`src/rtl/brec_ring.sv`:
```
module brec_ring #(
  parameter int M  = 3,
  parameter int PW = 16,
  parameter int AW = 32
) (
  input  logic          clk,
  input  logic          rst_n,
  input  logic          rec_i,
  input  logic [AW-1:0] rec_src_i,
  input  logic [AW-1:0] rec_dst_i,
  input  logic          ctxsw_i,
  input  logic          rd_en_i,
  input  logic [M-1:0]  rd_step_i,
  input  logic          rd_task_i,
  output logic [AW-1:0] rd_src_o,
  output logic [AW-1:0] rd_dst_o,
  output logic          rd_valid_o,
  output logic [PW-1:0] tos_o,
  output logic [PW-1:0] snap_o
);
  localparam int N = 1 << M;

  logic [AW-1:0] src_mem [N];
  logic [AW-1:0] dst_mem [N];
  logic [N-1:0]  filled;
  logic [PW-1:0] tos, snap;

  wire [PW-1:0] tos_nxt  = tos + PW'(1);
  wire [M-1:0]  wr_slot  = tos_nxt[M-1:0];
  wire [PW-1:0] rd_ptr   = tos - PW'(rd_step_i);
  wire [M-1:0]  rd_slot  = rd_ptr[M-1:0];
  wire          in_task  = rd_ptr > snap;
  wire          rd_ok    = filled[rd_slot] && (!rd_task_i || in_task);

  always_ff @(posedge clk) begin
    if (!rst_n) begin
      tos    <= '0;
      snap   <= '0;
      filled <= '0;
    end else begin
      if (rec_i) begin
        tos             <= tos_nxt;
        filled[wr_slot] <= 1'b1;
      end
      if (ctxsw_i) snap <= tos;
    end
  end

  always_ff @(posedge clk) begin
    if (rec_i) begin
      src_mem[wr_slot] <= rec_src_i;
      dst_mem[wr_slot] <= rec_dst_i;
    end
  end

  always_ff @(posedge clk) begin
    if (!rst_n) begin
      rd_src_o   <= '0;
      rd_dst_o   <= '0;
      rd_valid_o <= 1'b0;
    end else if (rd_en_i) begin
      rd_src_o   <= src_mem[rd_slot];
      rd_dst_o   <= dst_mem[rd_slot];
      rd_valid_o <= rd_ok;
    end
  end

  assign tos_o  = tos;
  assign snap_o = snap;

  p_tos_step_r2: assert property (@(posedge clk) disable iff (!rst_n)
    rec_i |=> tos_o == $past(tos_o) + PW'(1));
  p_tos_hold_r2: assert property (@(posedge clk) disable iff (!rst_n)
    !rec_i |=> $stable(tos_o));
  p_snap_take_r5: assert property (@(posedge clk) disable iff (!rst_n)
    ctxsw_i |=> snap_o == $past(tos_o));
  p_snap_hold_r5: assert property (@(posedge clk) disable iff (!rst_n)
    !ctxsw_i |=> $stable(snap_o));
  p_task_limit_r6: assert property (@(posedge clk) disable iff (!rst_n)
    (rd_en_i && rd_task_i && (tos_o - PW'(rd_step_i)) <= snap_o) |=> !rd_valid_o);
  p_rd_hold_r3: assert property (@(posedge clk) disable iff (!rst_n)
    !rd_en_i |=> $stable(rd_valid_o) && $stable(rd_src_o));
  p_cpu_full_r7: assert property (@(posedge clk) disable iff (!rst_n)
    (rd_en_i && !rd_task_i && (&filled)) |=> rd_valid_o);
endmodule

```
`config.mk`:
```
export PLATFORM = sky130hd
export DESIGN_NAME = brec_ring
export DESIGN_NICKNAME = d
export VERILOG_FILES = /design/src/rtl/brec_ring.sv
export SDC_FILE = /design/constraint.sdc
export NUM_CORES = 1
export LEC_CHECK = 0
export BUFFER_PORTS_ARGS = -buffer_cell sky130_fd_sc_hd__buf_2
export CAP_MARGIN = 25
export CORE_ASPECT_RATIO = 0.5
export CORE_UTILIZATION = 45
export CTS_BUF_LIST = sky130_fd_sc_hd__clkbuf_8 sky130_fd_sc_hd__clkbuf_16
export CTS_CLUSTER_SIZE = 12
export DETAILED_ROUTE_END_ITERATION = 8
export HOLD_SLACK_MARGIN = 0.15
export PLACE_DENSITY = 0.66
export SETUP_SLACK_MARGIN = 0.02
export SLEW_MARGIN = 20
export SYNTH_ARGS = -nofsm -noshare
export SYNTH_HDL_FRONTEND = slang
export SYNTH_SLANG_ARGS = --single-unit
```
`constraint.sdc`:
```
create_clock -name clk -period 12.5 [get_ports clk]
set_clock_uncertainty 0.1 [all_clocks]
set_input_delay 1.25 -clock clk [delete_from_list [all_inputs] [get_ports clk]]
set_output_delay 1.25 -clock clk [all_outputs]
set_load 0.01 [all_outputs]
```
# Word-level counts from Yosys, hierarchy flattened
# Memory sizes are Yosys's and may differ from the RTL's. A register that Yosys moved wholly into a read port is not among the register bits.
# Index checks and enable logic that the tools add are counted.
word_totals:
  in_bits: 73
  wordCells: 25
  regBits: 41
  mem_count: 2
  out_inout_bits: 97
  mem_bits_rw: 512
classes:
  bitwise_logic: 1
  add_sub_neg: 2
  n_reduce_logical: 6
  order_cmp: 4
  n_mux: 6
memory_table:
  columns: ["name", "words", "width", "read_ports", "rd_ports_with_merged_regs", "wr", "line", "text"]
  rows:
  - ["dst_mem", 8, 32, 1, 1, 1, "24", "logic [AW-1:0] dst_mem [N];"]
  - ["src_mem", 8, 32, 1, 1, 1, "23", "logic [AW-1:0] src_mem [N];"]
ops:
  columns: ["cell", "count"]
  rows:
  - ["$add A16 B1 Y16 const B", 1]
  - ["$gt A16 B16 Y1", 1]
  - ["$sub A16 B3 Y16", 1]
  - ["$lt A3 B4 Y1 const B", 2]
  - ["$or A8 B8 Y8", 1]
  - ["$mux W1", 4]
  - ["$bmux W1 S3", 1]
  - ["$demux W1 S3", 1]
  - ["$ge A3 B1 Y1 const B", 1]
  - ["$logic_not A1 Y1", 3]
  - ["$logic_and A1 B1 Y1", 2]
  - ["$logic_or A1 B1 Y1", 1]

# Longest topological paths before layout
# Gate-level depths: netlist of run 1.
depth:
  depth_word: 6
  mapped_depth: 13
  depth_no_buf: 13

# Worst setup path after synthesis of run 1
# Ideal clock, no wire load.
synth_timing:
  kind: "input to register"
  from: "in rec_i"
  to: "mem dst_mem[1][0] (enable)"
  path_slack_ns: 5.970
  required_time_ns: 11.833
  setup_time_ns: 0.567
  cell_stages: 3
  arrival_ns: 5.863
  path_buffers: 1
  path_cell_list: "buf_4 -> nand2_1 -> nor3_1"
synth_via:
  elab_chain_len: 2
synth_rtl:
  columns: ["item", "line", "text"]
  rows:
  - ["start: declaration", "8", "input logic rec_i,"]
  - ["$mux W1", "50", "if (rec_i) begin"]
  - ["$mux W1 (implied by the code)", "52", "dst_mem[wr_slot] <= rec_dst_i;"]
  - ["end: declaration", "24", null]
# Every way passes these cells.

# Worst setup path in the final report of run 1
layout_timing:
  from: "in rd_step_i[0]"
  to: "reg rd_dst_o[21], read port of dst_mem"
layout_via:
  elab_chain_len: 1
layout_rtl:
  columns: ["item", "line", "text"]
  rows:
  - ["start: declaration", "13", "input logic [M-1:0] rd_step_i,"]
  - ["$sub A16 B3 Y16", "30", "wire [PW-1:0] rd_ptr = tos - PW'(rd_step_i);"]
  - ["end: declaration", "16", "output logic [AW-1:0] rd_dst_o,"]
# Every way passes these cells.
# A chain may end at the register's enable or synchronous reset.

==> flow_summary.yaml, run 1 <==
status:
  outcome: "complete, no violations"
critical_path:
  cpMostUsedCell: "buf_4"
  path_max_fanout: 45
  worst_ep_required_time_ns: 12.84
  crit_chain: "buf_2, ha_4, buf_4, buf_4, mux4_2, nand2_1, a311oi_1"
  critPathLaunchType: "primary input"
  cp_top_family: "buffers and inverters"
  arrival_ns: 4.74
  r2r_start: "tos_o[0]"
  crit_start: "rd_step_i[0]"
  critPathBufInv: 3
  critPathCaptureType: "flip-flop"
  crit_path_max_incr_delay_ns: 0.86
  worstSetupPathType: "primary input to flip-flop"
  crit_slowest_cell: "ha_4"
finish:
  fin_util_pct: 52.8
  syn2layout_area_growth_pct: 14.1
  layout.nets: 1575
  drive_above_1_share_pct: 26.4
yosys:
  synth_nets: 1405
  synth_top_family_by_area: "multiplexers"
  yosysUniqueCellTypes: 41
  yosys.area_share.simple_pct: 5.48
  syn_avg_cell_area_um2: 18.0
  synthMuxAreaShare_pct: 13.2
  ys_warn_count: 0
  syn_inst: 1311
  ys_ff_latch: 617
  synth_compound_area_share_pct: 2.89
  synth-xor-area-share_pct: 1.00
  synthAdderAreaFrac_pct: 1.14
  yosysSeqAreaShare_pct: 74.0
  syn_area_um2: 23600
drt:
  ant_nets: 0
  wl_per_cell_um: 22.7
  drc: 0
  wl_met3_mm: 2.26
  dr_wl_met2_mm: 26.2
  wl_mm: 50.3
  wl_met1_mm: 21.1
  drtIter0Drc: 1041
  viasPerCell: 5.52
  via_count: 12300
  top_layer: "met4"
  dr.pass1.iters: 4
sta:
  tightest_slew_ns: 1.08
  hold_viol: 0
  slew_violations: 0
  holdWs_ns: 0.366
  fin_crit_sh_pct: 35.2
  rsz0062_at_grt: "no"
  max_freq_mhz: 227
  period_needed_ns: 4.40
  slew_headroom_pct: 28.2
  setup_viol: 0
  fin_tns_setup_ns: 0
clocking:
  clock_path_buffers: 3
  cts.sinks: 617
  post-cts-setup-buffers: 0
  clk_latency_ns: 0.60
  cts_root_buffer: "clkbuf_16"
  htreeDepth: 2
  cts_tree: "built"
  ctsHoldBuffers: 0
  clk_pin_slew_ns: 0.06
  post_cts_resize_count: 0
  cts_buffers: 58
die:
  die_x_um: 326
  die_area_um2: 53400
  io_pins: 170
  die_h_um: 164
  initial_core_util_pct: 46.3
  num_rows: 58
  coreArea_um2: 51000
global_route:
  grt_start_max_net_pins: 75
  overflow: 0
  grt_pass1_vias: 12800
  grt_antenna_before_repair: 3
  grt_first_pass_wirelength_mm: 76.8
  grt.total_usage_pct: 19.0
placement:
  place_hpwl_mm: 26.6
  gp_routability_congestion: 0.780
  numPortBuffers: 169
worst_hold_path:
  hold_start: "filled[3]"
  hp-class: "flip-flop to flip-flop"
pwr:
  p_leak_nw: 9.33
  power_density_nw_per_um2: 163
  peakVddDrop_mv: 0.119
flow_run:
  maxCapViolCount: 0
==> stage by stage <==
step                instance area [um2]  total power, mW  setup WS, ns  instances
finish                            26900             4.40          8.10       2220
global route                      26900             4.55          7.68       2219
CTS                               26900             4.43          7.91       2213
detailed placement                25100             2.83          7.27       2108
global placement                  25100             2.81          7.32       2108
floorplan                         23600             2.69          5.97       1311
==> state kept, by name, summed over array words and instances, names as in the netlist <==
name,count
snap_o,16
dst_mem,256
filled,8
src_mem,256
rd_src_o,32
rd_dst_o,32
tos_o,16
rd_valid_o,1
==> power by group <==
part / switching, mW / leakage, nW / internal [mW]
Clock: 0.729 / 0.996 / 0.891
Combinational: 0.260 / 2.82 / 0.195
Sequential: 0.0240 / 5.51 / 2.30
==> cells in the final DEF (no fill, tap or decap), types with 2 or more instances in the layout <==
cell / instances
and3_1: 2
nor3_1: 6
xor2_1: 13
or3_1: 2
nand2b_1: 3
clkinv_2: 3
mux4_2: 130
nand3_1: 5
diode_2: 4
edfxtp_1: 512
a311oi_1: 64
nor2_1: 112
clkbuf_8: 2
clkinv_16: 2
xnor2_1: 13
nand4_1: 8
buf_4: 20
and2_1: 2
clkbuf_16: 58
inv_1: 60
ha_1: 19
buf_2: 168
nand2_1: 144
nor3_2: 4
buf_16: 2
nor4_1: 5
bufinv_16: 2
dfxtp_1: 105
a21o_1: 2
a21oi_1: 10
o21ai_0: 5
mux2i_1: 18
nor2b_1: 4
and4_1: 2
nor2_4: 4
==> cells by family after synthesis <==
family                     after synthesis
DFF                                    617
buffers and inverters                  104
muxes                                  148
adders and majority gates               21
and+or+nand+nor                        309
AOI/OAI and AO/OA                       85
xor gates and xnor gates                27
==> layout make-up <==
class	count	area, um2
Inverter	23	87.6
Multi-Input combinational cell	590	5680
Tap cell	690	863
Clock inverter	45	277
Antenna cell	4	10.0
Fill cell	4020	24100
Timing Repair Buffer	191	1070
Clock buffer	60	1480
Sequential cell	617	17500
==> worst register-to-register path: stages, from the launching register on <==
cell and delay [ns]:
dfxtp_1 0.50, inv_1 0.17, ha_4 0.91, buf_4 0.86, buf_4 0.84, mux4_2 0.63
nand2_1 0.09, a311oi_1 0.10
==> worst paths after layout <==
kind | to | slack, ns | cells after the start
worst max-delay path | rd_dst_o[21] | 8.10 | 7
worst max register to register | rd_dst_o[21] | 8.16 | 7
worst min register to register | filled[3] | 0.37 | 2
worst min-delay path | filled[3] | 0.37 | 2
==> routing by layer <==
metal  vias to the layer above  GRT usage [%]
li1                       5484              -
met1                      6415           24.6
met2                       304           34.1
met3                        61           2.80
met4                         0           4.55
met5                         -              0
==> synth_stat cells (all sizes together) <==
| library cell | number | area (um2) |
|---|---|---|
| a21oi | 10 | 50.1 |
| nor2 | 116 | 435 |
| o311ai | 1 | 8.76 |
| fa | 1 | 20.0 |
| a21o | 2 | 15.0 |
| and2 | 3 | 20.0 |
| mux2i | 18 | 180 |
| o211ai | 1 | 7.51 |
| nand3b | 1 | 7.51 |
| nand2 | 144 | 541 |
| dfxtp | 105 | 2100 |
| o21ai | 5 | 25.0 |
| and3b | 1 | 8.76 |
| clkbuf | 32 | 121 |
| a2111oi | 1 | 8.76 |
| a311oi | 64 | 561 |
| and3 | 2 | 12.5 |
| buf | 49 | 333 |
| nand4 | 8 | 50.1 |
| inv | 23 | 86.3 |
| nand3 | 6 | 35.0 |
| nor3b | 1 | 7.51 |
| xnor2 | 13 | 114 |
| o31ai | 1 | 7.51 |
| mux4 | 130 | 2930 |
| xor2 | 14 | 123 |
| edfxtp | 512 | 15400 |
| nor4 | 6 | 52.6 |
| nor3 | 10 | 50.1 |
| ha | 20 | 250 |
| nand2b | 3 | 18.8 |
| and4 | 2 | 17.5 |
| or3 | 2 | 12.5 |
| nor2b | 4 | 25.0 |
No activity file was read; power rests on OpenSTA's default activity.
==> inputs of run 2 (changes only) <==
--- a/config.mk
+++ b/config.mk
@@ -13,7 +13,7 @@
 export CTS_CLUSTER_SIZE = 12
 export DETAILED_ROUTE_END_ITERATION = 8
 export HOLD_SLACK_MARGIN = 0.15
-export PLACE_DENSITY = 0.66
+export PLACE_DENSITY = 0.69
 export SETUP_SLACK_MARGIN = 0.02
 export SLEW_MARGIN = 20
 export SYNTH_ARGS = -nofsm -noshare
==> constraint.sdc (replaced) <==
create_clock -name clk -period 3.5 [get_ports clk]
set_clock_uncertainty 0.1 [all_clocks]
set_input_delay 0.35 -clock clk [delete_from_list [all_inputs] [get_ports clk]]
set_output_delay 0.35 -clock clk [all_outputs]
set_load 0.01 [all_outputs]
==> flow_summary.yaml, run 2 (synthesis results as in run 1) <==
die:
  die_h_um: 164
  num_rows: 58
  initial_core_util_pct: 46.3
  die_area_um2: 53400
  coreArea_um2: 51000
  die_x_um: 326
  io_pins: 170
sta:
  max_freq_mhz: 318
  slew_violations: 0
  slew_headroom_pct: 34.6
  tightest_slew_ns: 0.975
  hold_viol: 0
  rsz0062_at_grt: "no"
  period_needed_ns: 3.14
  fin_crit_sh_pct: 89.8
  setup_viol: 0
clocking:
  htreeDepth: 2
  cts.sinks: 617
  clock_path_buffers: 3
  cts_root_buffer: "clkbuf_16"
  post-cts-setup-buffers: 0
  ctsHoldBuffers: 68
  clk_pin_slew_ns: 0.06
  cts_tree: "built"
  cts_buffers: 59
  clk_latency_ns: 0.60
  post_cts_resize_count: 0
global_route:
  grt_pass1_vias: 13000
  grt_start_max_net_pins: 113
  overflow: 0
  grt_antenna_before_repair: 1
  grt.total_usage_pct: 18.8
  grt_first_pass_wirelength_mm: 76.3
finish:
  fin_area_um2: 27800
  multi_input_area_um2: 5710
  syn2layout_area_growth_pct: 17.9
  nFillCells: 3868
  drive_above_1_share_pct: 25.4
  final_cells: 2291
  final_cell_mix: "edfxtp_1 (512), buf_2 (168), nand2_1 (144), mux4_2 (130), nor2_1 (112)"
  fin_util_pct: 54.6
  final_common_cell: "edfxtp_1"
  seqCellArea_um2: 17500
  diodes: 0
  layout.nets: 1647
  largestRegisters: "dst_mem x256, src_mem x256"
drt:
  dr.pass1.iters: 5
  drtIter0Drc: 929
  via_count: 12600
  drc: 0
  wl_per_cell_um: 21.8
  wl_mm: 50.0
  ant_nets: 0
  viasPerCell: 5.48
placement:
  numPortBuffers: 169
  place_area_um2: 25400
  place_hpwl_mm: 25.9
  place_inst: 2114
  gp_routability_congestion: 0.774
pwr:
  peakVddDrop_mv: 0.451
  power_density_nw_per_um2: 569
  p_leak_nw: 9.69
critical_path:
  worst_ep_required_time_ns: 3.91
  path_max_fanout: 112
  critPathLaunchType: "flip-flop"
  arrival_ns: 3.55
  critPathCaptureType: "flip-flop"
  crit_slowest_cell: "fa_4"
  worstSetupPathType: "flip-flop to flip-flop"
  crit_path_max_incr_delay_ns: 0.81
  crit_chain: "inv_1, ha_4, fa_4, buf_12, mux4_2, nand2_1, a311oi_1"
worst_hold_path:
  hp-class: "primary input to flip-flop"
status:
  outcome: "complete, no violations"
flow_run:
  maxCapViolCount: 0
-- run 2: worst paths after layout --
kind                            slack (ns)          end  depth (start not counted)  startpoint
worst max register to register        0.36  rd_src_o[6]                          7    tos_o[0]
worst max-delay path                  0.36  rd_src_o[6]                          7    tos_o[0]
worst min register to register        0.36    filled[1]                          2   filled[1]
worst min-delay path                  0.23    snap_o[5]                          3     ctxsw_i
-- run 2: final cells by class --
| type | instances | share of cell area, % |
|---|---|---|
| sequential | 617 | 62.8 |
| multi-input combinational | 590 | 20.5 |
| timing repair buffer | 262 | 6.93 |
| clock buffer | 60 | 5.35 |
| tap | 690 | 3.10 |
| clock inverter | 49 | 1.03 |
| inverter | 23 | 0.315 |
-- run 2: power breakdown --
group          internal [mW]  leakage [nW]  total (mW)  switching [mW]
Combinational          0.770          3.16        1.72           0.950
Clock                   3.22          1.02        5.82            2.60
Sequential              8.21          5.51        8.30          0.0864
Total                   12.2          9.69        15.8            3.64
-- run 2: metal layers --
metal / routed length (um) / up-vias / track usage (%) / part of all wire [%]
met5: 10 / - / 0 / 0.020
met4: 995 / 2 / 5.01 / 2.0
met3: 2480 / 79 / 2.85 / 5.0
met2: 26000 / 336 / 33.7 / 52
met1: 20500 / 6528 / 24.0 / 41
li1: - / 5617 / - / -
-- run 2: stage by stage --
step / setup WS [ns] / power [mW] / hold slack [ns] / TNS, ns
global route: 0.163 / 16.4 / 0.225 / 0
CTS: 0.363 / 16.0 / 0.201 / 0
finish: 0.357 / 15.8 / 0.228 / 0
detailed placement: 0.390 / 10.1 / 0.354 / 0
floorplan: -0.752 / 9.58 / 0.335 / -326.26
global placement: 0.437 / 10.1 / 0.345 / 0
-- run 2: critical path, delay by kind of cell (launching register included) --
| family | cells | cell delay (ns) |
|---|---|---|
| buffers and inverters | 2 | 0.60 |
| DFF | 1 | 0.44 |
| adders and majority gates | 2 | 1.00 |
| muxes | 1 | 0.34 |
| and+or+nand+nor | 1 | 0.07 |
| AOI/OAI and AO/OA | 1 | 0.30 |
